File: config.mk
export PLATFORM = sky130hd
export DESIGN_NAME = npf_target_path
export DESIGN_NICKNAME = d
export VERILOG_FILES = /design/src/rtl/npf_pkg.sv /design/src/rtl/npf_bar_match.sv /design/src/rtl/npf_dr_keeper.sv /design/src/rtl/npf_target_path.sv
export SDC_FILE = /design/constraint.sdc
export NUM_CORES = 1
export LEC_CHECK = 0
export ABC_AREA = 1
export CAP_MARGIN = 10
export CORE_MARGIN = 2
export CORE_UTILIZATION = 45
export CTS_CLUSTER_SIZE = 24
export DETAILED_ROUTE_END_ITERATION = 8
export GPL_TIMING_DRIVEN = 0
export HOLD_SLACK_MARGIN = 0.08
export PLACE_DENSITY = 0.73
export SYNTH_ARGS = -nofsm -noshare
export SYNTH_HDL_FRONTEND = slang
export SYNTH_SLANG_ARGS = --single-unit
File: constraint.sdc
create_clock -name clk -period 2.2 [get_ports clk]
set_clock_uncertainty 0.05 [all_clocks]
set_input_delay 0.22 -clock clk [delete_from_list [all_inputs] [get_ports clk]]
set_output_delay 0.22 -clock clk [all_outputs]
set_load 0.03 [all_outputs]
File: src/rtl/npf_pkg.sv
package npf_pkg;

    typedef enum logic [2:0] {
        ST_IDLE,
        ST_DECODE,
        ST_WR_WAIT,
        ST_WR_MST,
        ST_XFER,
        ST_FINISH,
        ST_RETRY
    } tgt_state_e;

    localparam logic [3:0] CMD_MEM_RD      = 4'b0110;
    localparam logic [3:0] CMD_MEM_RD_MULT = 4'b1100;
    localparam logic [3:0] CMD_MEM_RD_LINE = 4'b1110;
    localparam logic [3:0] CMD_MEM_WR      = 4'b0111;
    localparam logic [3:0] CMD_MEM_WR_INV  = 4'b1111;

    function automatic logic cmd_is_read(input logic [3:0] c);
        return (c == CMD_MEM_RD) || (c == CMD_MEM_RD_MULT) || (c == CMD_MEM_RD_LINE);
    endfunction

    function automatic logic cmd_is_write(input logic [3:0] c);
        return (c == CMD_MEM_WR) || (c == CMD_MEM_WR_INV);
    endfunction

endpackage

File: src/rtl/npf_bar_match.sv
module npf_bar_match #(
    parameter int AD_W          = 32,
    parameter int NUM_BARS      = 2,
    parameter int APERTURE_LOG2 = 12,
    parameter logic [NUM_BARS-1:0][AD_W-1:0] BAR_BASE = {32'h2000_0000, 32'h1000_0000},
    parameter logic [NUM_BARS-1:0]           BAR_PREF = 2'b10
) (
    input  logic [AD_W-1:0] addr,
    input  logic            single_only,
    output logic            hit
);
    localparam int TAG_LO = APERTURE_LOG2;

    logic [NUM_BARS-1:0] win_hit;

    generate
        for (genvar b = 0; b < NUM_BARS; b++) begin : g_win
            // a prefetchable window belongs here only in single-beat-only mode
            assign win_hit[b] = (addr[AD_W-1:TAG_LO] == BAR_BASE[b][AD_W-1:TAG_LO])
                                && (!BAR_PREF[b] || single_only);
        end
    endgenerate

    assign hit = |win_hit;

endmodule

File: src/rtl/npf_dr_keeper.sv
module npf_dr_keeper #(
    parameter int AD_W         = 32,
    parameter int DISCARD_LOG2 = 15
) (
    input  logic            clk,
    input  logic            rst_n,
    // from bus state machine
    input  logic            new_req,
    input  logic [AD_W-1:0] txn_addr,
    input  logic [3:0]      txn_cmd,
    input  logic            rd_taken,
    input  logic            wr_req,
    input  logic [AD_W-1:0] wr_data,
    // to bus state machine
    output logic            pend,
    output logic            rd_ready,
    output logic            rd_busy,
    output logic            match,
    output logic [AD_W-1:0] rd_data,
    output logic            wr_ack,
    // master port
    output logic [AD_W-1:0] m_addr,
    output logic            m_read,
    output logic            m_write,
    output logic [AD_W-1:0] m_wdata,
    input  logic [AD_W-1:0] m_rdata,
    input  logic            m_waitreq,
    input  logic            m_rdvalid
);
    logic                    pend_q, issued_q, valid_q;
    logic [AD_W-1:0]         addr_q, data_q;
    logic [3:0]              cmd_q;
    logic [DISCARD_LOG2-1:0] tmr_q;
    logic                    expire;

    assign expire   = valid_q && (tmr_q == '1);
    assign pend     = pend_q;
    assign rd_ready = valid_q;
    assign rd_busy  = pend_q && !valid_q;
    assign match    = pend_q && (addr_q == txn_addr) && (cmd_q == txn_cmd);
    assign rd_data  = data_q;

    assign m_read   = pend_q && !issued_q;
    assign m_write  = wr_req;
    assign m_addr   = m_write ? txn_addr : addr_q;
    assign m_wdata  = wr_data;
    assign wr_ack   = m_write && !m_waitreq;

    always_ff @(posedge clk or negedge rst_n) begin
        if (!rst_n) begin
            pend_q   <= 1'b0;
            issued_q <= 1'b0;
            valid_q  <= 1'b0;
            addr_q   <= '0;
            cmd_q    <= '0;
            data_q   <= '0;
            tmr_q    <= '0;
        end else if (new_req) begin
            pend_q   <= 1'b1;
            issued_q <= 1'b0;
            valid_q  <= 1'b0;
            addr_q   <= txn_addr;
            cmd_q    <= txn_cmd;
            tmr_q    <= '0;
        end else if (rd_taken || expire) begin
            pend_q   <= 1'b0;
            issued_q <= 1'b0;
            valid_q  <= 1'b0;
        end else begin
            if (m_read && !m_waitreq)
                issued_q <= 1'b1;
            if (issued_q && !valid_q && m_rdvalid) begin
                valid_q <= 1'b1;
                data_q  <= m_rdata;
                tmr_q   <= '0;
            end else if (valid_q) begin
                tmr_q <= tmr_q + 1'b1;
            end
        end
    end


    write_order_chk: assert property (@(posedge clk) disable iff (!rst_n)
        m_write |-> (!pend_q || valid_q));


    no_replace_chk: assert property (@(posedge clk) disable iff (!rst_n)
        new_req |-> !pend_q);


    mst_hold_chk: assert property (@(posedge clk) disable iff (!rst_n)
        (m_read || m_write) && m_waitreq |=>
            (m_read == $past(m_read)) && (m_write == $past(m_write)) && (m_addr == $past(m_addr)));


    single_cmd_chk: assert property (@(posedge clk) disable iff (!rst_n)
        !(m_read && m_write));

endmodule

File: src/rtl/npf_target_path.sv
module npf_target_path
    import npf_pkg::*;
#(
    parameter int AD_W          = 32,
    parameter int NUM_BARS      = 2,
    parameter int APERTURE_LOG2 = 12,
    parameter logic [NUM_BARS-1:0][AD_W-1:0] BAR_BASE = {32'h2000_0000, 32'h1000_0000},
    parameter logic [NUM_BARS-1:0]           BAR_PREF = 2'b10,
    parameter int DISCARD_LOG2  = 15
) (
    input  logic            clk,
    input  logic            rst_n,
    input  logic            single_only,
    input  logic            frame_n,
    input  logic            irdy_n,
    input  logic [3:0]      cmd_in,
    input  logic [AD_W-1:0] ad_in,
    output logic            devsel_n,
    output logic            trdy_n,
    output logic            stop_n,
    output logic [AD_W-1:0] ad_out,
    output logic [AD_W-1:0] m_addr,
    output logic            m_read,
    output logic            m_write,
    output logic [AD_W-1:0] m_wdata,
    input  logic [AD_W-1:0] m_rdata,
    input  logic            m_waitreq,
    input  logic            m_rdvalid
);
    tgt_state_e      state_q, state_d;
    logic [AD_W-1:0] txn_addr_q, wdata_q;
    logic [3:0]      txn_cmd_q;
    logic            bus_idle_q;

    logic            hit, txn_rd, txn_wr;
    logic            pend, rd_ready, rd_busy, match, wr_ack;
    logic [AD_W-1:0] rd_data;
    logic            new_req, rd_taken, wr_req;

    assign txn_rd = cmd_is_read(txn_cmd_q);
    assign txn_wr = cmd_is_write(txn_cmd_q);

    npf_bar_match #(
        .AD_W(AD_W), .NUM_BARS(NUM_BARS), .APERTURE_LOG2(APERTURE_LOG2),
        .BAR_BASE(BAR_BASE), .BAR_PREF(BAR_PREF)
    ) u_bar (
        .addr(txn_addr_q), .single_only(single_only), .hit(hit)
    );

    assign new_req  = (state_q == ST_DECODE) && hit && txn_rd && !pend;
    assign rd_taken = (state_q == ST_XFER) && txn_rd && !irdy_n;
    assign wr_req   = (state_q == ST_WR_MST);

    npf_dr_keeper #(.AD_W(AD_W), .DISCARD_LOG2(DISCARD_LOG2)) u_keep (
        .clk(clk), .rst_n(rst_n),
        .new_req(new_req), .txn_addr(txn_addr_q), .txn_cmd(txn_cmd_q),
        .rd_taken(rd_taken), .wr_req(wr_req), .wr_data(wdata_q),
        .pend(pend), .rd_ready(rd_ready), .rd_busy(rd_busy), .match(match),
        .rd_data(rd_data), .wr_ack(wr_ack),
        .m_addr(m_addr), .m_read(m_read), .m_write(m_write), .m_wdata(m_wdata),
        .m_rdata(m_rdata), .m_waitreq(m_waitreq), .m_rdvalid(m_rdvalid)
    );

    // next-state logic
    always_comb begin
        state_d = state_q;
        unique case (state_q)
            ST_IDLE:    if (!frame_n && bus_idle_q) state_d = ST_DECODE;
            ST_DECODE: begin
                if (!hit || !(txn_rd || txn_wr))
                    state_d = ST_IDLE;
                else if (txn_wr)
                    state_d = rd_busy ? ST_RETRY : ST_WR_WAIT;
                else
                    state_d = (match && rd_ready) ? ST_XFER : ST_RETRY;
            end
            ST_WR_WAIT: if (!irdy_n) state_d = ST_WR_MST;
            ST_WR_MST:  if (wr_ack) state_d = ST_XFER;
            ST_XFER:    if (!irdy_n) state_d = frame_n ? ST_IDLE : ST_FINISH;
            ST_FINISH:  if (frame_n) state_d = ST_IDLE;
            ST_RETRY:   if (frame_n) state_d = ST_IDLE;
            default:    state_d = ST_IDLE;
        endcase
    end

    // state and transaction registers
    always_ff @(posedge clk or negedge rst_n) begin
        if (!rst_n) begin
            state_q    <= ST_IDLE;
            txn_addr_q <= '0;
            txn_cmd_q  <= '0;
            wdata_q    <= '0;
            bus_idle_q <= 1'b0;
        end else begin
            state_q    <= state_d;
            bus_idle_q <= frame_n && irdy_n;
            if ((state_q == ST_IDLE) && !frame_n && bus_idle_q) begin
                txn_addr_q <= ad_in;
                txn_cmd_q  <= cmd_in;
            end
            if ((state_q == ST_WR_WAIT) && !irdy_n)
                wdata_q <= ad_in;
        end
    end

    // bus outputs, decoded from the state
    always_comb begin
        devsel_n = 1'b1;
        trdy_n   = 1'b1;
        stop_n   = 1'b1;
        ad_out   = '0;
        unique case (state_q)
            ST_WR_WAIT, ST_WR_MST: devsel_n = 1'b0;
            ST_XFER: begin
                devsel_n = 1'b0;
                trdy_n   = 1'b0;
                stop_n   = 1'b0;
                if (txn_rd) ad_out = rd_data;
            end
            ST_FINISH, ST_RETRY: begin
                devsel_n = 1'b0;
                stop_n   = 1'b0;
            end
            default: ;
        endcase
    end


    disconnect_chk: assert property (@(posedge clk) disable iff (!rst_n)
        !trdy_n |-> (!stop_n && !devsel_n));


    devsel_medium_chk: assert property (@(posedge clk) disable iff (!rst_n)
        $fell(devsel_n) |-> $past(!frame_n && bus_idle_q, 2));


    read_data_chk: assert property (@(posedge clk) disable iff (!rst_n)
        (!trdy_n && txn_rd) |-> rd_ready);


    write_done_chk: assert property (@(posedge clk) disable iff (!rst_n)
        ($fell(trdy_n) && txn_wr) |-> $past(wr_ack));

endmodule

After elaboration in Yosys (flattened, before gate mapping)
Cells that the tools add are included.
W data, S select, Z words.
- output and inout port bits: 101
- input port bits: 75
- word-level logic and storage cells: 113
- register bits: 158
- bitwise logic cells: 2
- reduce and logical (&&, ||, !) cells: 47
- multiplexer cells: 29
- eq/ne operators: 22
- $add $sub $neg: 1
- operators by type and width (cell ; count):
    $mux W32 ; 3
    $mux W15 ; 4
    $eq A32 B32 Y1 ; 1
    $mux W3 ; 9
    $logic_and A1 B1 Y1 ; 21
    $eq A20 B17 Y1 const B ; 1
    $eq A20 B18 Y1 const B ; 1
    $pmux W3 S6 ; 1
    $add A15 B1 Y15 const B ; 1
    $eq A15 B15 Y1 const B ; 1
    $eq A4 B4 Y1 const B ; 3
    $mux W1 ; 11
    $eq A3 B3 Y1 const B ; 3
    $reduce_bool A3 Y1 ; 3
    $eq A4 B3 Y1 const B ; 2
    $logic_not A1 Y1 ; 8
    $ne A2 B2 Y1 const B ; 4
    $eq A3 B2 Y1 const B ; 2
    $logic_or A1 B1 Y1 ; 6
    $reduce_and A5 Y1 ; 1
    $reduce_or A5 Y1 ; 1
    $eq A4 B4 Y1 ; 1
    $ne A2 B1 Y1 const B ; 2
    $reduce_or A2 Y1 ; 2
    8 further kinds ; 9

Longest topological paths before layout
Gate-level depths: netlist of run 1.
- word-level depth: 8
- gate-level depth with buffers: 13
- gate-level depth less buffers: 13

Hierarchy
A second synthesis of run 1 with hierarchy kept.
- cells, all modules: 1094
- area, all modules: 8454.4 µm²
- by module, submodules not included (module ; area each (µm²) ; sequential area each (µm²) ; cells each ; instances):
    npf_dr_keeper ; 5026.1 ; 2152.1 ; 680 ; 1
    npf_target_path ; 3343.2 ; 1801.7 ; 393 ; 1
    npf_bar_match ; 85.1 ; 0.0 ; 21 ; 1

Worst setup path before layout of run 1
No wires, ideal clock.
- kind: reg2out
- start point: reg state_q[2]
- end point: out m_addr[0]
- data required time: 1930 ps
- stages on the path, launching flop included: 6
- slack: 259 ps
- data arrival time: 1671 ps
- buffers on the path: 2
- path through: dfrtp_1 > buf_2 > nor2_1 > nand2_1 > clkbuf_1 > o21ai_0
- longest elaborated chain between the ends: 2
- RTL lines (element ; line ; text):
    from (decl) ; npf_target_path.sv:30 ; tgt_state_e state_q, state_d;
    from (signal assigned) ; npf_target_path.sv:95 ; state_q <= state_d;
    $eq A3 B2 Y1 ; npf_target_path.sv:52 ; assign wr_req = (state_q == ST_WR_MST);
    $mux W32 ; npf_dr_keeper.sv:45 ; assign m_addr = m_write ? txn_addr : addr_q;
    to (decl) ; npf_target_path.sv:22 ; output logic [AD_W-1:0] m_addr,
Every way passes these cells.

Worst setup path after layout of run 1
- start point: reg state_q[2]
- end point: out m_addr[30]
Same word-level chain as after synthesis.

==> impl_metrics.tcl, run 1 <==
set metrics [dict create \
    crit_buf_inv 3 \
    grt_pass1_wl_um 34470 \
    multiInputGateArea_mm2 0.003203 \
    path_delay_family "buffers and inverters" \
    cp_cell_sequence "buf_2 -> nor2_4 -> nand2_4 -> clkbuf_4 -> o21ai_0 -> buf_4" \
    crit_path_top_delay_cell "dfrtp_1" \
    max_cap_violations 0 \
    first_iter_violations 457 \
    cp.required_ns 1.93 \
    grt_setup_unrepaired "true" \
    endpoint_kind "primary output" \
    post_route_cells_drive_above_1_share 0.1272 \
    fill_cells 1578 \
    ys_seq_elements 158 \
    critPathMaxStageDelay_ns 0.37 \
    cts_tree "yes" \
    synth.largest_area_cell "dfrtp_1" \
    fin_setup_tns_ns 0 \
    ioPinCount 176 \
    synth_top_area_frac 0.5060 \
    finalHoldViolations 0 \
    core_mm2 0.01712 \
    seqCellArea_mm2 0.003956 \
    initial_core_util 0.4565 \
    first_global_vias 6893 \
    drtPass1Iterations 5 \
    fin_crit_sh 0.9807 \
    crit_fanout 10 \
    synth_area_leaders "dfrtp_1 (51%), nand2_1 (17%), o21ai_0 (7.9%)" \
    num_vias 7246 \
    final_nets 1322 \
    synth_async_sr_flop_share 1.000 \
    tightest_slew_ns 0.6043 \
    crit_arrival_ns 1.89 \
    grt_usage 0.2387 \
    syn2layout_area_growth_pct 33.90 \
    ys_warn_count 0 \
    clock_latency_ns 0.43 \
    final-max-slew-violation-count 0 \
    die_area_mm2 0.01843 \
    place_hpwl_um 15500 \
    synth_enable_flop_cells 0 \
    cts_made_buffers 17 \
    port_buffers 175 \
    clkSlewWorstSetupHoldPaths_ns 0.06 \
    reg2regPathDepth 11 \
    yosysUniqueCellTypes 33 \
    synthFlopType "dfrtp_1" \
    post-route-min-period_ns 2.157 \
    hold_path_class "primary input to async pin" \
    status "completed" \
    grt_overflow_total 0 \
    syn_avg_cell_area_um2 7.506 \
    grt_antenna_before_repair 1 \
    htree_levels 4 \
    relSlewSlack 0.5971 \
    synthCells 1041 \
    fp.dieW_um 135.8 \
    antenna_left 0 \
    clock-sinks 158 \
    cts.root.buffer_cell "clkbuf_16" \
    vias_per_cell 4.883 \
    wire_per_inst_um 14.34 \
    num_rows 48 \
    wl_um 21280 \
    syn-num-nets 1117 \
    max_freq_mhz 463.5 \
    worstSetupStartpointType "flop" \
    drc 0 \
    die_h_um 135.8 \
    utilization 0.6113 \
    ys_seq_area_frac 0.5060 \
    cellPowerDensity_mw_per_mm2 1058 \
    place_congestion 0.8769 \
    grt_start_max_net_pins 91 \
    cp.depth 6 \
    cts_buffer_depth 2 \
    crit_type "flop to primary output" \
    synth_area_mm2 0.007814 \
    finalSetupViolCount 0 \
    peakVddDrop_v 0.0006810 \
    p_leak_nw 5.291 \
]
[kinds of logic (layout without fill, tap and decap cells)]
group	Yosys count	count (layout)	synth area share
DFF	158	158	0.5060
AOI/OAI and AO/OA	141	141	0.09384
buffers and inverters	181	398	0.09319
and+or+nand+nor	548	548	0.2919
adders and majority gates	1	1	0.001601
other	0	1	0
xor gates and xnor gates	12	12	0.01345
[path summary, 6_finish.rpt]
| kind | from | end | slack (ns) |
|---|---|---|---|
| min | rst_n | wdata_q[15] | 0.28 |
| max reg2reg | txn_cmd_q[1] | u_keep.addr_q[30] | 0.12 |
| max in group asynchronous | rst_n | state_q[0] | 0.99 |
| min reg2reg | u_keep.rd_data[12] | u_keep.rd_data[12] | 0.42 |
| max | state_q[2] | m_addr[30] | 0.04 |
| min in group clk | m_rdata[16] | u_keep.rd_data[16] | 0.31 |
[synth_stat cells (2+ instances only)]
cell      number
nand2_1      354
dfrtp_1      158
inv_1        128
o21ai_0      123
nor2_1       105
nand4_1       39
clkbuf_1      35
nand3_1       29
nor3_1        10
a21oi_1        9
buf_4          6
xnor2_1        6
xor2_1         6
buf_1          4
buf_2          3
buf_6          3
o22ai_1        3
a211oi_1       2
inv_2          2
nand3_2        2
nor3_2         2
[state kept, by name, summed over array words and instances (netlist names)]
signal,count
u_keep.cmd_q,4
u_keep.rd_ready,1
state_q,3
u_keep.addr_q,32
txn_cmd_q,4
u_keep.issued_q,1
txn_addr_q,32
u_keep.pend,1
u_keep.rd_data,32
wdata_q,32
u_keep.tmr_q,15
bus_idle_q,1
[through the flow]
| stage | worst slack (ns) | instance area, µm² | std cells | hold WS, ns | power [mW] |
|---|---|---|---|---|---|
| global placement | -5.665 | 9847 | 1441 | 0.4036 | 7.639 |
| finish | 0.04256 | 10460 | 1484 | 0.2813 | 11.06 |
| global route | -0.02376 | 10460 | 1483 | 0.3140 | 11.81 |
| CTS | -0.04148 | 10490 | 1476 | 0.2992 | 11.04 |
| detailed placement | -0.3162 | 9879 | 1442 | 0.1660 | 7.728 |
| floorplan | 0.2591 | 7814 | 1041 | -0.1256 | 6.507 |
[layout by cell type (no fill, tap or decap), types with 28 or more instances in the layout]
master,Yosys,layout
dfrtp_1,158,156
clkdlybuf4s50_1,0,107
buf_2,3,48
inv_1,128,127
nand4_1,39,39
o21ai_0,123,107
buf_4,6,34
nand2_1,354,351
nand3_1,29,28
nor2_1,105,102
[power breakdown]
| part | switching, mW | total, mW | internal (mW) |
|---|---|---|---|
| registers | 0.635 | 4.41 | 3.78 |
| clock network | 1.19 | 3.21 | 2.02 |
| logic | 2.05 | 3.44 | 1.40 |
[layout make-up]
cell class,instances,area share
inverters,130,0.04664
well taps,225,0.02691
flip-flops and latches,158,0.3781
repair buffers,186,0.1515
multi-input cells,702,0.3061
clock inverters,13,0.02045
plain buffers,51,0.02894
diodes,1,0.0002392
clock buffers,18,0.04102
[per-layer routing]
| metal | track usage | share of wire | vias to the layer above |
|---|---|---|---|
| li1 | - | - | 3662 |
| met1 | 0.3138 | 0.44 | 3297 |
| met2 | 0.3937 | 0.46 | 265 |
| met3 | 0.06248 | 0.084 | 22 |
| met4 | 0.06308 | 0.012 | 0 |
| met5 | 0 | 0 | - |
[repair_timing]
action | 4_1_cts | 5_1_grt
endpoints found under the hold margin | 68 | 0
setup buffers | 2 | 7
resized for setup | 347 | 101
hold buffers | 1 | 0
setup endpoints to repair | 67 | 141
pin swaps | 1 | 3
No activity file was read; power rests on OpenSTA's default activity.
==> run 2, diff against run 1 <==
--- a/config.mk
+++ b/config.mk
@@ -13,6 +13,7 @@
 export DETAILED_ROUTE_END_ITERATION = 8
 export GPL_TIMING_DRIVEN = 0
 export HOLD_SLACK_MARGIN = 0.08
+export MAX_ROUTING_LAYER = met4
 export PLACE_DENSITY = 0.73
 export SYNTH_ARGS = -nofsm -noshare
 export SYNTH_HDL_FRONTEND = slang
==> run 2 against run 1 <==
Net effect: global-route usage up 1.3 points; maximum frequency up 2.1%; final cell count grew 0.27%; worst setup slack improved by 0.045 ns; sequential share of layout area down 0.17 points; clock power shrank 8.7%; worst hold slack lost 0.0093 ns; first-iteration DRC count rose by 16%; non-clock buffer count grew 3; total power decreased by 1.6%.
==> impl_metrics.tcl, run 2 (same netlist as run 1, synthesis figures left out) <==
set metrics [dict create \
    crit_arrival_ns 1.84 \
    grt_use_met3 0.05425 \
    status "completed" \
    port_buffers 175 \
    endpoint_kind "primary output" \
    htree_levels 4 \
    place_congestion 0.8757 \
    syn2layout_area_growth_pct 34.48 \
    grt.met2_usage 0.4054 \
    p_leak_nw 5.259 \
    final_nets 1325 \
    grt_usage 0.2521 \
    crit_fanout 6 \
    place_hpwl_um 15500 \
    peakVddDrop_v 0.0005933 \
    cts_made_buffers 17 \
    fin_crit_sh 0.9602 \
    post_route_cells_drive_above_1_share 0.1284 \
    fp.dieW_um 135.8 \
    hold_ws_ns 0.2720 \
    grt_antenna_before_repair 1 \
    grt_pass1_wl_um 35380 \
    drtPass1Iterations 5 \
    hold_path_class "primary input to async pin" \
    cts.root.buffer_cell "clkbuf_16" \
    clock_latency_ns 0.42 \
    cp.required_ns 1.93 \
    tightest_slew_ns 0.5964 \
    num_rows 48 \
    clkSlewWorstSetupHoldPaths_ns 0.06 \
    cts_tree "yes" \
    power.total_mw 10.89 \
    grt_overflow_total 0 \
    first_iter_violations 531 \
    grt_most_used_layer "met2" \
    place_inst 1442 \
    first_global_vias 7115 \
    drc 0 \
    wl_um 21650 \
    crit_type "flop to primary output" \
    fin_cells 1488 \
    final_area_mm2 0.01051 \
    cellPowerDensity_mw_per_mm2 1036 \
    layout_commonest_cell "nand2_1" \
    wire_per_inst_um 14.55 \
    place_area_mm2 0.009879 \
    antenna_left 0 \
    grt_start_max_net_pins 92 \
    num_vias 7298 \
    ioPinCount 176 \
    vias_per_cell 4.905 \
    max_freq_mhz 473.4 \
    die_h_um 135.8 \
    use_met1 0.3258 \
    finalHoldViolations 0 \
    initial_core_util 0.4565 \
    max_cap_violations 0 \
    final-max-slew-violation-count 0 \
    core_mm2 0.01712 \
    cts_buffer_depth 2 \
    layout_common_cells "nand2_1 (351), dfrtp_1 (157), inv_1 (127)" \
    relSlewSlack 0.6013 \
    worstSetupStartpointType "flop" \
    finalSetupViolCount 0 \
    die_area_mm2 0.01843 \
    clock-sinks 158 \
    post-route-min-period_ns 2.112 \
]
[run 2: routing by layer]
metal	vias up	share of wire	wire length, µm
li1	3679	-	-
met4	0	0.012	263
met5	-	0	0
met1	3382	0.45	9638
met2	215	0.47	10160
met3	22	0.073	1585
[run 2: worst max-delay path, cell delays in order (launching register included)]
cell	delay, ns
dfrtp_1	0.40
nor2_1	0.09
nor3_4	0.20
buf_12	0.15
clkbuf_4	0.16
nand2_1	0.05
nor2_1	0.07
clkdlybuf4s15_2	0.31
[run 2: stage by stage]
stage,TNS (ns),utilization,worst slack [ns]
after floorplan,0,-,0.2591
after global placement,-909.58,0.5753,-5.699
final,0,0.6139,0.08765
after CTS,-0.01192,0.6110,-0.01134
after global routing,-0.09429,0.6139,-0.02767
after detailed placement,-12.03,0.5772,-0.3025
[run 2: cell type report]
class | instances | area, µm²
Fill cell | 1574 | 6609
Sequential cell | 158 | 3955
Multi-Input combinational cell | 702 | 3203
Timing Repair Buffer | 189 | 1687
Inverter | 130 | 490.5
Clock buffer | 22 | 474.2
Buffer | 51 | 301.5
Tap cell | 225 | 281.5
Clock inverter | 10 | 112.6
Antenna cell | 1 | 2.502
[run 2: what timing repair did]
action | 4_1_cts | 5_1_grt
hold buffers | 1 | 0
endpoints found under the setup margin | 66 | 137
hold endpoints to repair | 67 | 0
pin swaps | 1 | 5
resized for setup | 351 | 86
cloned | 1 | 0
setup buffers | 3 | 8
[run 2: power by group]
part	total, mW	switching [mW]	leakage, nW	internal (mW)
registers	4.43	0.653	1.98	3.78
logic	3.53	2.07	2.99	1.45
clock network	2.93	1.17	0.286	1.76
total	10.9	3.90	5.26	6.99
[run 2: final timing paths]
kind,from,cells past startpoint,slack (ns),to
setup reg to reg,u_keep.tmr_q[0],11,0.14,u_keep.tmr_q[8]
setup / recovery,txn_cmd_q[1],7,0.09,ad_out[18]
max in group asynchronous,rst_n,3,0.95,state_q[0]
hold reg to reg,u_keep.rd_data[14],2,0.42,u_keep.rd_data[14]
hold / removal,rst_n,2,0.27,wdata_q[11]
min in group clk,m_rdata[23],3,0.31,u_keep.rd_data[23]
==> run 3, diff against run 2 <==
==> constraint.sdc (replaced) <==
create_clock -name clk -period 2.5 [get_ports clk]
set_clock_uncertainty 0.05 [all_clocks]
set_input_delay 0.25 -clock clk [delete_from_list [all_inputs] [get_ports clk]]
set_output_delay 0.25 -clock clk [all_outputs]
set_load 0.03 [all_outputs]
==> run 3 against run 2 <==
Net effect: via count down 0.79%; worst hold slack better by 0.030 ns; register-to-register slack better by 0.11 ns; utilization down 0.52 points; non-clock buffer count down 10; final cell count down 0.67%.
==> impl_metrics.tcl, run 3 (same netlist as run 1, synthesis figures left out) <==
set metrics [dict create \
    crit_path_top_delay_cell "dlygate4sd2_1" \
    clock_latency_ns 0.42 \
    grt_pass1_wl_um 35220 \
    clock-sinks 158 \
    wire_per_inst_um 14.42 \
    crit_arrival_ns 2.08 \
    port_buffers 175 \
    grt_start_max_net_pins 92 \
    tightest_slew_ns 0.6206 \
    max_cap_violations 0 \
    grt_overflow_total 0 \
    fin_setup_tns_ns 0 \
    clkSlewWorstSetupHoldPaths_ns 0.06 \
    max_freq_mhz 419.4 \
    vias_per_cell 4.899 \
    fin_crit_sh 0.9538 \
    place_congestion 0.8757 \
    cp_cell_sequence "nor2_1 -> nor3_4 -> clkbuf_2 -> nand2_1 -> nor2_1 -> dlygate4sd2_1" \
    first_iter_violations 532 \
    relSlewSlack 0.5851 \
    finalHoldViolations 0 \
    drtPass1Iterations 5 \
    crit_fanout 10 \
    cpMostUsedCell "nor2_1" \
    num_rows 48 \
    post_route_cells_drive_above_1_share 0.08466 \
    cp.required_ns 2.20 \
    startpoint "txn_cmd_q[1]" \
    critPathMaxStageDelay_ns 0.41 \
    grt_usage 0.2512 \
    peakVddDrop_v 0.0005209 \
    fill_cells 1565 \
    die_area_mm2 0.01843 \
    wl_um 21320 \
    cts_tree "yes" \
    p_leak_nw 5.217 \
    post-route-min-period_ns 2.384 \
    wl_met2_um 9967 \
    final_nets 1315 \
    cts_made_buffers 17 \
    htree_levels 4 \
    utilization 0.6087 \
    antenna_left 0 \
    first_global_vias 7083 \
    cts_buffer_depth 2 \
    grt_antenna_before_repair 1 \
    drc 0 \
    die_h_um 135.8 \
    endpoint_kind "primary output" \
    crit_type "flop to primary output" \
    num_vias 7240 \
    place_hpwl_um 15500 \
    r2r-start "txn_cmd_q[1]" \
    layout_common_cells "nand2_1 (352), dfrtp_1 (158), inv_1 (127)" \
    status "completed" \
    hold_path_class "primary input to async pin" \
    worstSetupStartpointType "flop" \
    wirelength_met1_um 9665 \
    initial_core_util 0.4565 \
    ioPinCount 176 \
    top_layer "met4" \
    met3_length_um 1423 \
    fp.dieW_um 135.8 \
    cts.root.buffer_cell "clkbuf_16" \
    syn2layout_area_growth_pct 33.34 \
    core_mm2 0.01712 \
    final-max-slew-violation-count 0 \
    layout_commonest_cell "nand2_1" \
    cellPowerDensity_mw_per_mm2 901.9 \
    finalSetupViolCount 0 \
    grt_setup_unrepaired "false" \
]
[run 3: cell type report]
class / instances / area [µm²] / share of cell area
sequential: 158 / 3954 / 0.3795
timing repair buffer: 179 / 1713 / 0.1644
tap: 225 / 281.5 / 0.02702
inverter: 130 / 488.0 / 0.04684
clock buffer: 22 / 474.2 / 0.04551
antenna: 1 / 2.502 / 0.0002402
buffer: 51 / 251.5 / 0.02414
multi-input combinational: 702 / 3142 / 0.3016
clock inverter: 10 / 112.6 / 0.01081
[run 3: worst paths after layout]
kind	end	slack, ns	depth (start not counted)
max in group asynchronous	u_keep.rd_data[10]	1.26	3
min in group clk	u_keep.rd_data[23]	0.35	3
worst min register to register	u_keep.rd_data[14]	0.42	2
worst min-delay path	wdata_q[11]	0.30	2
worst max register to register	u_keep.addr_q[3]	0.25	8
worst max-delay path	ad_out[16]	0.12	6
[run 3: critical path, delay by kind of cell, from the launching register on]
| family | cells | cell delay, ns |
|---|---|---|
| buffers and inverters | 2 | 0.69 |
| flip-flops | 1 | 0.40 |
| AND/OR/NAND/NOR | 4 | 0.57 |
[run 3: report_power, final]
group | internal (mW) | switching (mW)
Combinational | 1.16 | 1.77
Sequential | 3.32 | 0.562
Clock | 1.55 | 1.03
[run 3: what timing repair did]
| item | CTS | global route |
|---|---|---|
| setup buffers | 2 | 0 |
| hold buffers | 1 | 0 |
| hold endpoints to repair | 67 | 0 |
| pin swaps | 1 | 0 |
| resized for setup | 140 | 62 |
| setup endpoints to repair | 65 | 62 |
[run 3: through the flow]
step | setup WS (ns) | hold slack, ns | power, mW | area [µm²] | instances
after CTS | -0.00005240 | 0.3216 | 9.460 | 10480 | 1477
after global routing | 0.001388 | 0.3556 | 10.04 | 10420 | 1478
after floorplan | 0.5291 | -0.09559 | 5.726 | 7814 | 1041
final | 0.1156 | 0.3023 | 9.396 | 10420 | 1478
after detailed placement | -0.03251 | 0.1872 | 6.807 | 9879 | 1442
after global placement | -5.429 | 0.4040 | 6.727 | 9847 | 1441
[run 3: metal layers]
metal / track usage / vias to the layer above
met3: 0.05462 / 19
met5: - / -
met4: 0.06597 / 0
met1: 0.3242 / 3361
li1: - / 3660
met2: 0.4043 / 200
